File: src/rtl/blw_pkg.sv
package blw_pkg;
    localparam int ADDR_W    = 17;
    localparam int CNT_W     = 9;
    localparam int BSZ_W     = 12;
    localparam int LEN_W     = CNT_W + BSZ_W;
    localparam int BYTE_W    = 8;
    localparam int ZERO_CNT  = 512;
    localparam logic [ADDR_W-1:0] WIN_END = 17'h1F800;

    typedef logic [LEN_W-1:0] len_t;

    typedef struct packed {
        logic rd;
        len_t xfer;
        len_t pay;
    } plan_t;

    typedef enum logic {ST_IDLE, ST_RUN} seq_st_e;

    function automatic len_t req_len(input logic [ADDR_W-1:0] a);
        return (a < WIN_END) ? len_t'(WIN_END - a) : '0;
    endfunction

    function automatic len_t min_len(input len_t a, input len_t b);
        return (a < b) ? a : b;
    endfunction
endpackage

File: src/rtl/blw_len_calc.sv
module blw_len_calc
    import blw_pkg::*;
(
    input  logic [ADDR_W-1:0] addr,
    input  logic [CNT_W-1:0]  count,
    input  logic              blk_mode,
    input  logic              rd,
    input  logic [BSZ_W-1:0]  blk_size,
    output plan_t             plan,
    output logic              under,
    output len_t              short_by
);
    len_t req;
    len_t xfer;

    always_comb begin
        req = req_len(addr);
        if (blk_mode)
            xfer = len_t'(count) * len_t'(blk_size);
        else if (count == '0)
            xfer = len_t'(ZERO_CNT);
        else
            xfer = len_t'(count);
        plan.rd   = rd;
        plan.xfer = xfer;
        plan.pay  = min_len(req, xfer);
        under     = (xfer < req);
        short_by  = under ? (req - xfer) : '0;
    end
endmodule

File: src/rtl/blw_seq.sv
module blw_seq
    import blw_pkg::*;
(
    input  logic  clk,
    input  logic  rst,
    input  logic  start,
    input  plan_t plan_in,
    input  logic  under_in,
    input  len_t  short_in,
    input  logic  bus_fire,
    output logic  busy,
    output logic  in_pay,
    output logic  rd,
    output logic  done,
    output len_t  done_bytes,
    output logic  underrun,
    output len_t  shortfall
);
    seq_st_e st;
    plan_t   plan_q;
    len_t    idx;
    logic    last;

    assign busy   = (st == ST_RUN);
    assign in_pay = (idx < plan_q.pay);
    assign rd     = plan_q.rd;
    assign last   = (idx == plan_q.xfer - len_t'(1));

    always_ff @(posedge clk) begin
        if (rst) begin
            st         <= ST_IDLE;
            plan_q     <= '0;
            idx        <= '0;
            done       <= 1'b0;
            done_bytes <= '0;
            underrun   <= 1'b0;
            shortfall  <= '0;
        end else begin
            done <= 1'b0;
            case (st)
                ST_IDLE: begin
                    if (start) begin
                        plan_q    <= plan_in;
                        idx       <= '0;
                        underrun  <= under_in;
                        shortfall <= short_in;
                        if (plan_in.xfer == '0) begin
                            done       <= 1'b1;
                            done_bytes <= '0;
                        end else begin
                            st <= ST_RUN;
                        end
                    end
                end
                ST_RUN: begin
                    if (bus_fire) begin
                        idx <= idx + len_t'(1);
                        if (last) begin
                            st         <= ST_IDLE;
                            done       <= 1'b1;
                            done_bytes <= plan_q.pay;
                        end
                    end
                end
                default: st <= ST_IDLE;
            endcase
        end
    end
endmodule

File: src/rtl/blw_steer.sv
module blw_steer
    import blw_pkg::*;
(
    input  logic              busy,
    input  logic              in_pay,
    input  logic              rd,
    input  logic              bus_stb,
    input  logic [BYTE_W-1:0] bus_wdata,
    input  logic              dma_rd_valid,
    input  logic [BYTE_W-1:0] dma_rd_data,
    input  logic              dma_wr_ready,
    output logic              bus_ack,
    output logic [BYTE_W-1:0] bus_rdata,
    output logic              dma_rd_ready,
    output logic              dma_wr_valid,
    output logic [BYTE_W-1:0] dma_wr_data,
    output logic              bus_fire
);
    always_comb begin
        bus_ack      = 1'b0;
        bus_rdata    = '0;
        dma_rd_ready = 1'b0;
        dma_wr_valid = 1'b0;
        if (busy) begin
            if (in_pay) begin
                if (rd) begin
                    bus_ack      = dma_rd_valid;
                    dma_rd_ready = bus_stb;
                    bus_rdata    = dma_rd_data;
                end else begin
                    bus_ack      = dma_wr_ready;
                    dma_wr_valid = bus_stb;
                end
            end else begin
                bus_ack = 1'b1;
            end
        end
    end

    assign dma_wr_data = bus_wdata;
    assign bus_fire    = bus_stb && bus_ack;
endmodule

File: src/rtl/blen_window.sv
module blen_window
    import blw_pkg::*;
#(
    parameter int AW = ADDR_W,
    parameter int CW = CNT_W,
    parameter int BW = BSZ_W,
    parameter int DW = BYTE_W,
    localparam int LW = AW > 0 ? LEN_W : LEN_W
) (
    input  logic          clk,
    input  logic          rst,
    input  logic          start,
    input  logic [AW-1:0] cmd_addr,
    input  logic [CW-1:0] cmd_count,
    input  logic          cmd_block,
    input  logic          cmd_read,
    input  logic [BW-1:0] blk_size,
    input  logic          bus_stb,
    output logic          bus_ack,
    input  logic [DW-1:0] bus_wdata,
    output logic [DW-1:0] bus_rdata,
    input  logic          dma_rd_valid,
    output logic          dma_rd_ready,
    input  logic [DW-1:0] dma_rd_data,
    output logic          dma_wr_valid,
    input  logic          dma_wr_ready,
    output logic [DW-1:0] dma_wr_data,
    output logic          busy,
    output logic          done,
    output logic [LW-1:0] done_bytes,
    output logic          underrun,
    output logic [LW-1:0] shortfall
);
    plan_t plan;
    logic  under_c;
    len_t  short_c;
    logic  in_pay;
    logic  rd_cur;
    logic  bus_fire;

    blw_len_calc u_calc (
        .addr     (cmd_addr),
        .count    (cmd_count),
        .blk_mode (cmd_block),
        .rd       (cmd_read),
        .blk_size (blk_size),
        .plan     (plan),
        .under    (under_c),
        .short_by (short_c)
    );

    blw_seq u_seq (
        .clk        (clk),
        .rst        (rst),
        .start      (start),
        .plan_in    (plan),
        .under_in   (under_c),
        .short_in   (short_c),
        .bus_fire   (bus_fire),
        .busy       (busy),
        .in_pay     (in_pay),
        .rd         (rd_cur),
        .done       (done),
        .done_bytes (done_bytes),
        .underrun   (underrun),
        .shortfall  (shortfall)
    );

    blw_steer u_steer (
        .busy         (busy),
        .in_pay       (in_pay),
        .rd           (rd_cur),
        .bus_stb      (bus_stb),
        .bus_wdata    (bus_wdata),
        .dma_rd_valid (dma_rd_valid),
        .dma_rd_data  (dma_rd_data),
        .dma_wr_ready (dma_wr_ready),
        .bus_ack      (bus_ack),
        .bus_rdata    (bus_rdata),
        .dma_rd_ready (dma_rd_ready),
        .dma_wr_valid (dma_wr_valid),
        .dma_wr_data  (dma_wr_data),
        .bus_fire     (bus_fire)
    );
endmodule

File: config.mk
export PLATFORM = sky130hd
export DESIGN_NAME = blen_window
export DESIGN_NICKNAME = d
export VERILOG_FILES = /design/src/rtl/blw_pkg.sv /design/src/rtl/blw_len_calc.sv /design/src/rtl/blw_seq.sv /design/src/rtl/blw_steer.sv /design/src/rtl/blen_window.sv
export SDC_FILE = /design/constraint.sdc
export NUM_CORES = 1
export LEC_CHECK = 0
export BUFFER_PORTS_ARGS = -buffer_cell sky130_fd_sc_hd__buf_2
export CELL_PAD_IN_SITES_DETAIL_PLACEMENT = 0
export CELL_PAD_IN_SITES_GLOBAL_PLACEMENT = 2
export CORE_AREA = 10 10 198 200
export CTS_BUF_LIST = sky130_fd_sc_hd__clkbuf_8
export CTS_CLUSTER_DIAMETER = 40
export DETAILED_ROUTE_END_ITERATION = 10
export DIE_AREA = 0 0 208 210
export MAX_ROUTING_LAYER = met4
export PLACE_DENSITY = 0.9
export REMOVE_ABC_BUFFERS = 1
export SYNTH_ARGS = -nofsm -noshare
export SYNTH_HDL_FRONTEND = slang
export SYNTH_HIERARCHICAL = 1
export SYNTH_SLANG_ARGS = --single-unit
File: constraint.sdc
create_clock -name clk -period 6.2 [get_ports clk]
set_input_delay 0.62 -clock clk [delete_from_list [all_inputs] [get_ports clk]]
set_output_delay 0.62 -clock clk [all_outputs]
set_load 0.05 [all_outputs]
; Word-level counts from Yosys, hierarchy flattened
; Index checks and enable logic that the tools add are counted.
[op_classes]
add_sub_neg = 4
mul = 1
n_lt_le_gt_ge = 4
bitwise = 1
n_mux = 35
n_reduce_logical = 6
n_eq_ne = 5
[op_table]
columns = op, count
row1 = 21-bit two-way mux, 10
row2 = 21-bit case mux with 2 select lines, 2
row3 = 21-bit < comparator, 3
row4 = 8-bit two-way mux, 3
row5 = "21-bit by 1-bit adder with 21-bit output, second input constant", 1
row6 = 21-bit == test, 1
row7 = 21-bit zero test, 1
row8 = 9-bit by 12-bit multiplier with 21-bit output, 1
row9 = "21-bit by 1-bit subtractor with 21-bit output, second input constant", 1
row10 = 21-bit subtractor, 1
row11 = "17-bit by 17-bit subtractor with 18-bit output, first input constant", 1
row12 = "17-bit < comparator, second input constant", 1
row13 = 1-bit two-way mux, 17
row14 = 10-bit two-way mux, 1
row15 = 9-bit zero test, 1
row16 = "2-bit inequality test, second input constant", 3
row17 = 1-bit case mux with 2 select lines, 2
row18 = 2-bit AND reduction, 2
row19 = 4-bit AND reduction, 1
row20 = "2-bit by 1-bit inequality test with 1-bit output, second input constant", 1
row21 = 1-bit logical AND, 1
row22 = 1-bit NOT, 1
[word_totals]
wordCells = 65
inputBits = 62
regBits = 109

; Depth between registers and ports, before layout
; Gate-level depths: netlist (run 1).
[depth]
depth_word = 7
mapped_depth = 30
ltp_nobuf = 25

; Cells and area by module
; The synthesis (run 1) kept the hierarchy.
[modules_own_cells]
columns = mod, seq_area_each_um2, n_inst, cells_per_inst, area_per_inst_um2
row1 = blw_len_calc, 0.0, 1, 780, 5894.4
row2 = blw_seq, 2182.1, 1, 686, 5398.9
row3 = blw_steer, 0.0, 1, 24, 193.9

; Worst setup path after synthesis (run 1)
; Ideal clock, no wire load.
[synth_path]
path_type = input-to-reg
startpoint = input cmd_count[8]
endpoint = register u_seq/plan_q[13] (netlist bit)
path_buffers = 4
t_arrival_ps = 6393
slack_ps = -325
stages = 28
setup_time_ps = 132
t_required_ps = 6068
cell_sequence = clkbuf_1 > and2_1 > fa_1 > inv_1 > fa_1 > inv_1 > fa_1 > inv_1 > fa_1 > inv_1 > ha_1 > nand2_1 > o21ai_1 > o21ai_0 > o41a_1 > a31oi_1 > inv_1 > ha_1 > clkbuf_1 > nand4_1 > nor2_1 > a21boi_2 > or2_1 > buf_2 > buf_6 > mux2_4 > nand2_1 > a21oi_1
[synth_lines]
columns = element, line_no
row1 = "start, declared", blen_window.sv:14  ; input logic [CW-1:0] cmd_count,
row2 = "end signal, assigned", blw_seq.sv:43  ; plan_q <= plan_in;
row3 = "end, declared", blw_seq.sv:20  ; plan_t plan_q;

==> results of run 1 <==
[power groups by stage]
| stage | Sequential [mW] | Clock, mW | Combinational (mW) |
|---|---|---|---|
| global route | 0.908 | 0.496 | 6.15 |
| finish | 0.891 | 0.456 | 5.61 |
| CTS | 0.891 | 0.478 | 4.81 |
| floorplan | 1.02 | 0 | 2.79 |
| detailed placement | 0.907 | 0 | 4.76 |
| global placement | 0.905 | 0 | 4.72 |
[final cells by class]
class                   instances  area, um2
repair buffers                285       1980
flip-flops and latches        109       2180
multi-input cells            1144       8860
fillers                      3647      20800
clock inverters                 7       77.6
well taps                     461        577
clock buffers                   9        124
inverters                     155        582
[path summary, 6_finish.rpt]
kind                                     startpoint                   to  slack, ns  cells after the start
worst max-delay path                    blk_size[6]      u_seq/plan_q[1]       0.11                     27
worst min-delay path                       cmd_read             u_seq/rd       0.44                      3
worst max register to register         u_seq/idx[6]  u_seq/done_bytes[5]       1.73                     17
worst min register to register  u_seq/done_bytes[4]  u_seq/done_bytes[4]       0.46                      2
[cell usage in the layout (no fill, tap or decap), types with 18 or more instances in the layout]
master and n:
nand2_1 265, buf_4 171, inv_1 152, a21oi_1 114, dfxtp_1 109, buf_2 96, and2_1 71, nor2_1 68
fa_1 68, ha_1 65, nor3_1 38, xnor2_1 38, mux2i_1 33, nand3_1 28, a21o_1 21, o21ai_0 20
ha_4 18
[state kept, by name (all words and copies together), names as in the netlist]
register	flops
u_seq/done_bytes	21
u_seq/shortfall	21
u_seq/rd	1
u_seq/done	1
u_seq/plan_q	42
u_seq/busy	1
u_seq/underrun	1
u_seq/idx	21
[kinds of logic (layout without fill, tap and decap cells)]
kind of cell	after synthesis	after routing
multiplexers	48	48
AO/OA/AOI/OAI	276	276
other	1	4
adder cells (fa/ha/maj)	157	157
flip-flops	109	109
XOR/XNOR	50	50
buffers and inverters	240	456
AND/OR/NAND/NOR	609	609
[per-stage QoR]
step | cells | worst slack, ns | instance area, um2 | setup TNS [ns]
after global placement | 2138 | -0.458 | 13400 | -18.39
after detailed placement | 2138 | -0.522 | 13400 | -22.19
after global routing | 2170 | -0.0772 | 14400 | -0.156
final | 2170 | 0.113 | 14400 | 0
after CTS | 2154 | 0.00520 | 13700 | 0
after floorplan | 1408 | -0.665 | 11100 | -18.00
[worst max-delay path, cell delays in order]
cell and delay (ns):
buf_6 0.11, buf_4 0.13, and2_1 0.17, fa_2 0.58, fa_1 0.42, fa_1 0.54
inv_1 0.05, fa_1 0.54, inv_1 0.07, ha_4 0.24, and3_4 0.18, a221o_1 0.41
mux2_4 0.34, nor2_4 0.12, ha_4 0.23, a21oi_2 0.14, o21ai_2 0.09, a31oi_4 0.17
o21ai_1 0.09, buf_4 0.14, or2_4 0.26, buf_8 0.14, buf_4 0.15, buf_4 0.13
a21oi_2 0.12, nand2_1 0.07, a21oi_2 0.16
[timing repair]
| item | 4_1_cts | 5_1_grt |
|---|---|---|
| hold buffers | 0 | 0 |
| cloned | 0 | 1 |
| pin swaps | 1 | 67 |
| setup endpoints to repair | 10 | 65 |
| resized for setup | 4 | 132 |
| buffers inserted | 0 | 15 |
[metal layers]
layer	wire length, um	global-route usage, %	up-vias
met5	0	-	-
met3	1200	2.08	26
met2	16800	26.0	184
li1	-	-	5405
met1	16000	19.9	5267
met4	510	3.42	0
==> results.sh, run 1 <==
export IMPL_grt_overflow=0
export IMPL_vias=10882
export IMPL_clk_latency_ns=0.41
export IMPL_synth_top_family_by_area="simple AND/OR/NAND/NOR gates"
export IMPL_drive_above_1_share_pct=26.1
export IMPL_slew_limit_headroom_pct=35.3
export IMPL_place_gp_congestion=0.900
export IMPL_hold_viol=0
export IMPL_cts_root_buf="clkbuf_8"
export IMPL_tritoncts="built"
export IMPL_synth_area_um2=11500
export IMPL_worst_ep_arrival_time_ns=6.41
export IMPL_yosysSeqAreaShare_pct=19.0
export IMPL_post_drt_wl_per_cell_um=15.9
export IMPL_seqPwrFrac_pct=12.8
export IMPL_switching_share_pct=47.1
export IMPL_synth_compound_area_share_pct=15.6
export IMPL_synth_area_top_cells="dfxtp_1, fa_1, ha_1"
export IMPL_power_total_mw=6.96
export IMPL_cts_htree_levels=3
export IMPL_drv_slew=0
export IMPL_rows=69
export IMPL_tightestPinTransition_ns=0.962
export IMPL_post_route_util_pct=40.8
export IMPL_worstSetupStartpointType="input pin"
export IMPL_antenna_found_initial=0
export IMPL_initial_utilization_pct=32.6
export IMPL_async_flop_share_pct=0
export IMPL_ant_nets=0
export IMPL_remaining_drc_errors=0
export IMPL_grtUsageTotal_pct=15.6
export IMPL_die_area_um2=43700
export IMPL_switchingPower_mw=3.28
export IMPL_synth_xor_area_share_pct=3.81
export IMPL_dpl_hpwl_um=27000
export IMPL_skew_ns=0.0194
export IMPL_grt_max_degree=82
export IMPL_dr_pass1_iters=5
export IMPL_min_path_type="input pin to flop"
export IMPL_synth_top_area_share_pct=19.0
export IMPL_cts_sinks=109
export IMPL_ir_worst_vdd_uv=264
export IMPL_p_clk_share_pct=6.6
export IMPL_coreArea_um2=35200
export IMPL_num_nets_final=1923
export IMPL_critPathCaptureType="flop"
export IMPL_cap_violations=0
export IMPL_wirelength_um=34500
export IMPL_area_growth_pct=25.2
export IMPL_period_share_pct=98.2
export IMPL_n_antenna_cell=0
export IMPL_clock_fmax_mhz=164
export IMPL_rsz0062_at_grt="true"
export IMPL_syn_inst=1490
export IMPL_synth_adder_area_share_pct=21.8
export IMPL_yosys_area_share_simple_pct=26.4
export IMPL_leakage_nw=6.42
export IMPL_synth_most_common_cell="nand2_1"
export IMPL_setup_viol=0
export IMPL_grt_pass1_vias=10956
export IMPL_yosysTopAreaCell="dfxtp_1"
export IMPL_io_pins=126
export IMPL_via_per_inst=5.01
export IMPL_numCtsBuffers=9
export IMPL_synth_ff_type="dfxtp_1"
export IMPL_synth_edf_count=0
export IMPL_combPwrFrac_pct=80.6
export IMPL_initialDrtViolationCount=597
export IMPL_dieHeight_um=210
export IMPL_port_buffers=109
export IMPL_die_w_um=208
export IMPL_power_density_nw_per_um2=484
export IMPL_intPower_mw=3.68
export IMPL_yosys_warnings=6
export IMPL_synth_area_mux_share_pct=4.57
export IMPL_syn_area_per_cell_um2=7.71
export IMPL_crit_type="input pin to flop"
export IMPL_critPathRequiredTime_ns=6.53
export IMPL_grt_pass1_wl_um=55700
export IMPL_path_max_fanout=7
export IMPL_synth_common_cells="nand2_1, inv_1, a21oi_1"
export IMPL_ys_seq_elements=109
export IMPL_outcome="completed"
export IMPL_period_needed_ns=6.09
export IMPL_hold_worst_slack_ns=0.436
export IMPL_synth_cell_types=93
export IMPL_cts_buffer_depth=2
export IMPL_clkTransAtPathRegs_ns=0.13
(Power assumes the default switching activity.)
==> inputs of run 2 (changes only) <==
- CORE_AREA: 10 10 198 200 -> 10 10 196 198
- DIE_AREA: 0 0 208 210 -> 0 0 206 208
- SYNTH_HIERARCHICAL: 1 -> not set
==> run 2 against run 1 <==
Compared with the run above: hold slack got worse by 0.0022 ns; the run now ends with setup timing left; highest routed layer unchanged; flip-flop and latch count unchanged; clock power barely moved; clock skew decreased by 0.0064 ns; combinational power decreased by 16%; cell count fell by 2.7%; register-to-register slack better by 0.98 ns.
==> results.sh, run 2 <==
export IMPL_synth_common_cells="nand2_1, inv_1, dfxtp_1"
export IMPL_skew_ns=0.0130
export IMPL_clkTransAtPathRegs_ns=0.12
export IMPL_leakage_nw=6.38
export IMPL_die_w_um=206
export IMPL_register_area_um2=2180
export IMPL_antenna_found_initial=0
export IMPL_numCtsBuffers=9
export IMPL_synth_area_top_cells="dfxtp_1, fa_1, ha_1"
export IMPL_largest_reg_flops=42
export IMPL_layout_cells_most_common="inv_1"
export IMPL_layout_cells_most_common_list="inv_1, nand2_1, buf_4"
export IMPL_fin_area_um2=14200
export IMPL_dpl_hpwl_um=27900
export IMPL_place_area_um2=13200
export IMPL_io_pins=126
export IMPL_async_flop_share_pct=0
export IMPL_dieHeight_um=208
export IMPL_multi_input_area_um2=8480
export IMPL_cts_buffer_depth=2
export IMPL_initial_utilization_pct=32.6
export IMPL_post_place_cells=2076
export IMPL_die_area_um2=42800
export IMPL_critPathCaptureType="flop"
export IMPL_hold_start="cmd_read"
export IMPL_grt_overflow=0
export IMPL_yosysTopAreaCell="dfxtp_1"
export IMPL_clk_latency_ns=0.42
export IMPL_hold_worst_slack_ns=0.434
export IMPL_path_max_fanout=6
export IMPL_clock_fmax_mhz=159
export IMPL_period_share_pct=101
export IMPL_vias=10772
export IMPL_num_nets_final=1872
export IMPL_worstSetupStartpointType="input pin"
export IMPL_worst_ep_arrival_time_ns=6.63
export IMPL_grt_max_degree=38
export IMPL_drive_above_1_share_pct=25.2
export IMPL_largest_register="u_seq.plan_q"
export IMPL_period_needed_ns=6.27
export IMPL_violations="setup timing"
export IMPL_setup_ws_ns=-0.0696
export IMPL_fill_cells=3553
export IMPL_ant_nets=0
export IMPL_outcome="finished, violations left"
export IMPL_setup_viol=27
export IMPL_synth_edf_count=0
export IMPL_via_per_inst=5.10
export IMPL_area_growth_pct=26.5
export IMPL_n_antenna_cell=0
export IMPL_cap_violations=0
export IMPL_tightestPinTransition_ns=1.04
export IMPL_synth_area_um2=11200
export IMPL_grtUsageTotal_pct=16.3
export IMPL_coreArea_um2=34400
export IMPL_ys_seq_elements=109
export IMPL_place_gp_congestion=0.911
export IMPL_cts_htree_levels=3
export IMPL_critPathRequiredTime_ns=6.56
export IMPL_slew_limit_headroom_pct=30.3
export IMPL_initialDrtViolationCount=535
export IMPL_post_drt_wl_per_cell_um=16.6
export IMPL_syn_inst=1428
export IMPL_cts_hold_buf=0
export IMPL_power_density_nw_per_um2=426
export IMPL_rows=68
export IMPL_ir_worst_vdd_uv=326
export IMPL_cts_root_buf="clkbuf_8"
export IMPL_min_path_type="input pin to flop"
export IMPL_grt_pass1_vias=10658
export IMPL_synth_ff_type="dfxtp_1"
export IMPL_remaining_drc_errors=0
export IMPL_port_buffers=109
export IMPL_synth_cell_types=82
export IMPL_grt_pass1_wl_um=55600
export IMPL_synth_most_common_cell="nand2_1"
export IMPL_drv_slew=0
export IMPL_tritoncts="built"
export IMPL_syn_area_per_cell_um2=7.85
export IMPL_rsz0062_at_grt="true"
export IMPL_r2r_start="u_seq.idx[11]"
export IMPL_yosysSeqAreaShare_pct=19.5
export IMPL_crit_type="input pin to flop"
export IMPL_cts_sinks=109
export IMPL_dr_pass1_iters=5
export IMPL_layout_cells_non_filler=2112
export IMPL_wirelength_um=35000
export IMPL_synth_top_area_share_pct=19.5
export IMPL_setup_worst_path_start="blk_size[6]"
export IMPL_hold_viol=0
export IMPL_yosys_warnings=0
==> run 2: cells by family after synthesis <==
family	after synthesis	share of synthesized area [%]
and+or+nand+nor	494	22.1
AOI/OAI and AO/OA	296	17.1
muxes	45	4.35
other	1	0.0334
buffers and inverters	258	9.16
xor gates and xnor gates	68	5.44
adders and majority gates	157	22.3
DFF	109	19.5
==> run 2: repair_timing <==
action / in CTS / in global routing
pin swaps: 45 / 64
endpoints found under the setup margin: 43 / 43
buffers inserted: 4 / 14
resized for setup: 68 / 83
cloned: 2 / 3
==> run 2: worst paths after layout <==
check	slack (ns)	depth (start not counted)	end
setup / recovery	-0.07	26	u_seq.plan_q[10]
hold / removal	0.43	3	u_seq.rd
setup reg to reg	2.71	10	u_seq.done_bytes[15]
hold reg to reg	0.45	2	u_seq.underrun
==> run 2: metal layers <==
layer	vias up	share of wire (%)	global-route usage (%)
li1	5276	-	-
met1	5213	45	20.3
met2	236	48	26.9
met3	47	4.7	2.49
met4	0	2.4	4.47
met5	-	0	-
==> run 2: stage by stage <==
step | total power [mW] | setup slack [ns] | utilization, % | TNS [ns]
2_1_floorplan | 3.20 | -0.759 | - | -29.36
3_3_place_gp | 4.98 | -0.765 | 38.5 | -27.30
3_5_place_dp | 5.01 | -0.878 | 38.5 | -31.95
4_1_cts | 5.76 | -0.0560 | 39.8 | -0.460
5_1_grt | 6.57 | -0.244 | 41.3 | -7.54
6_report | 6.04 | -0.0696 | 41.3 | -0.547
==> run 2: final cells by class <==
cell class,count,area share (%)
multi-input cells,1064,59.7
flip-flops and latches,109,15.4
repair buffers,289,14.8
clock buffers,10,0.970
well taps,455,4.01
clock inverters,5,0.309
inverters,180,4.76
==> run 2: worst max-delay path: stages <==
cell and delay, ns:
buf_8 0.11, buf_6 0.11, and2_4 0.13, fa_1 0.52
fa_1 0.51, fa_1 0.49, inv_1 0.05, fa_1 0.48
inv_2 0.05, ha_4 0.27, o21ai_4 0.06, o21ba_4 0.19
or2_4 0.25, o21a_4 0.21, xnor2_2 0.16, nand2_2 0.10
ha_4 0.28, a21o_1 0.15, a21o_1 0.15, a21o_1 0.21
a2111oi_4 0.35, nor3_2 0.08, a221o_2 0.49, buf_6 0.17
mux2_4 0.30, a21oi_2 0.13
==> run 2: power by group <==
group	total (mW)	switching, mW	internal [mW]
clock network	0.454	0.292	0.162
registers	0.887	0.0968	0.790
logic	4.70	2.35	2.35
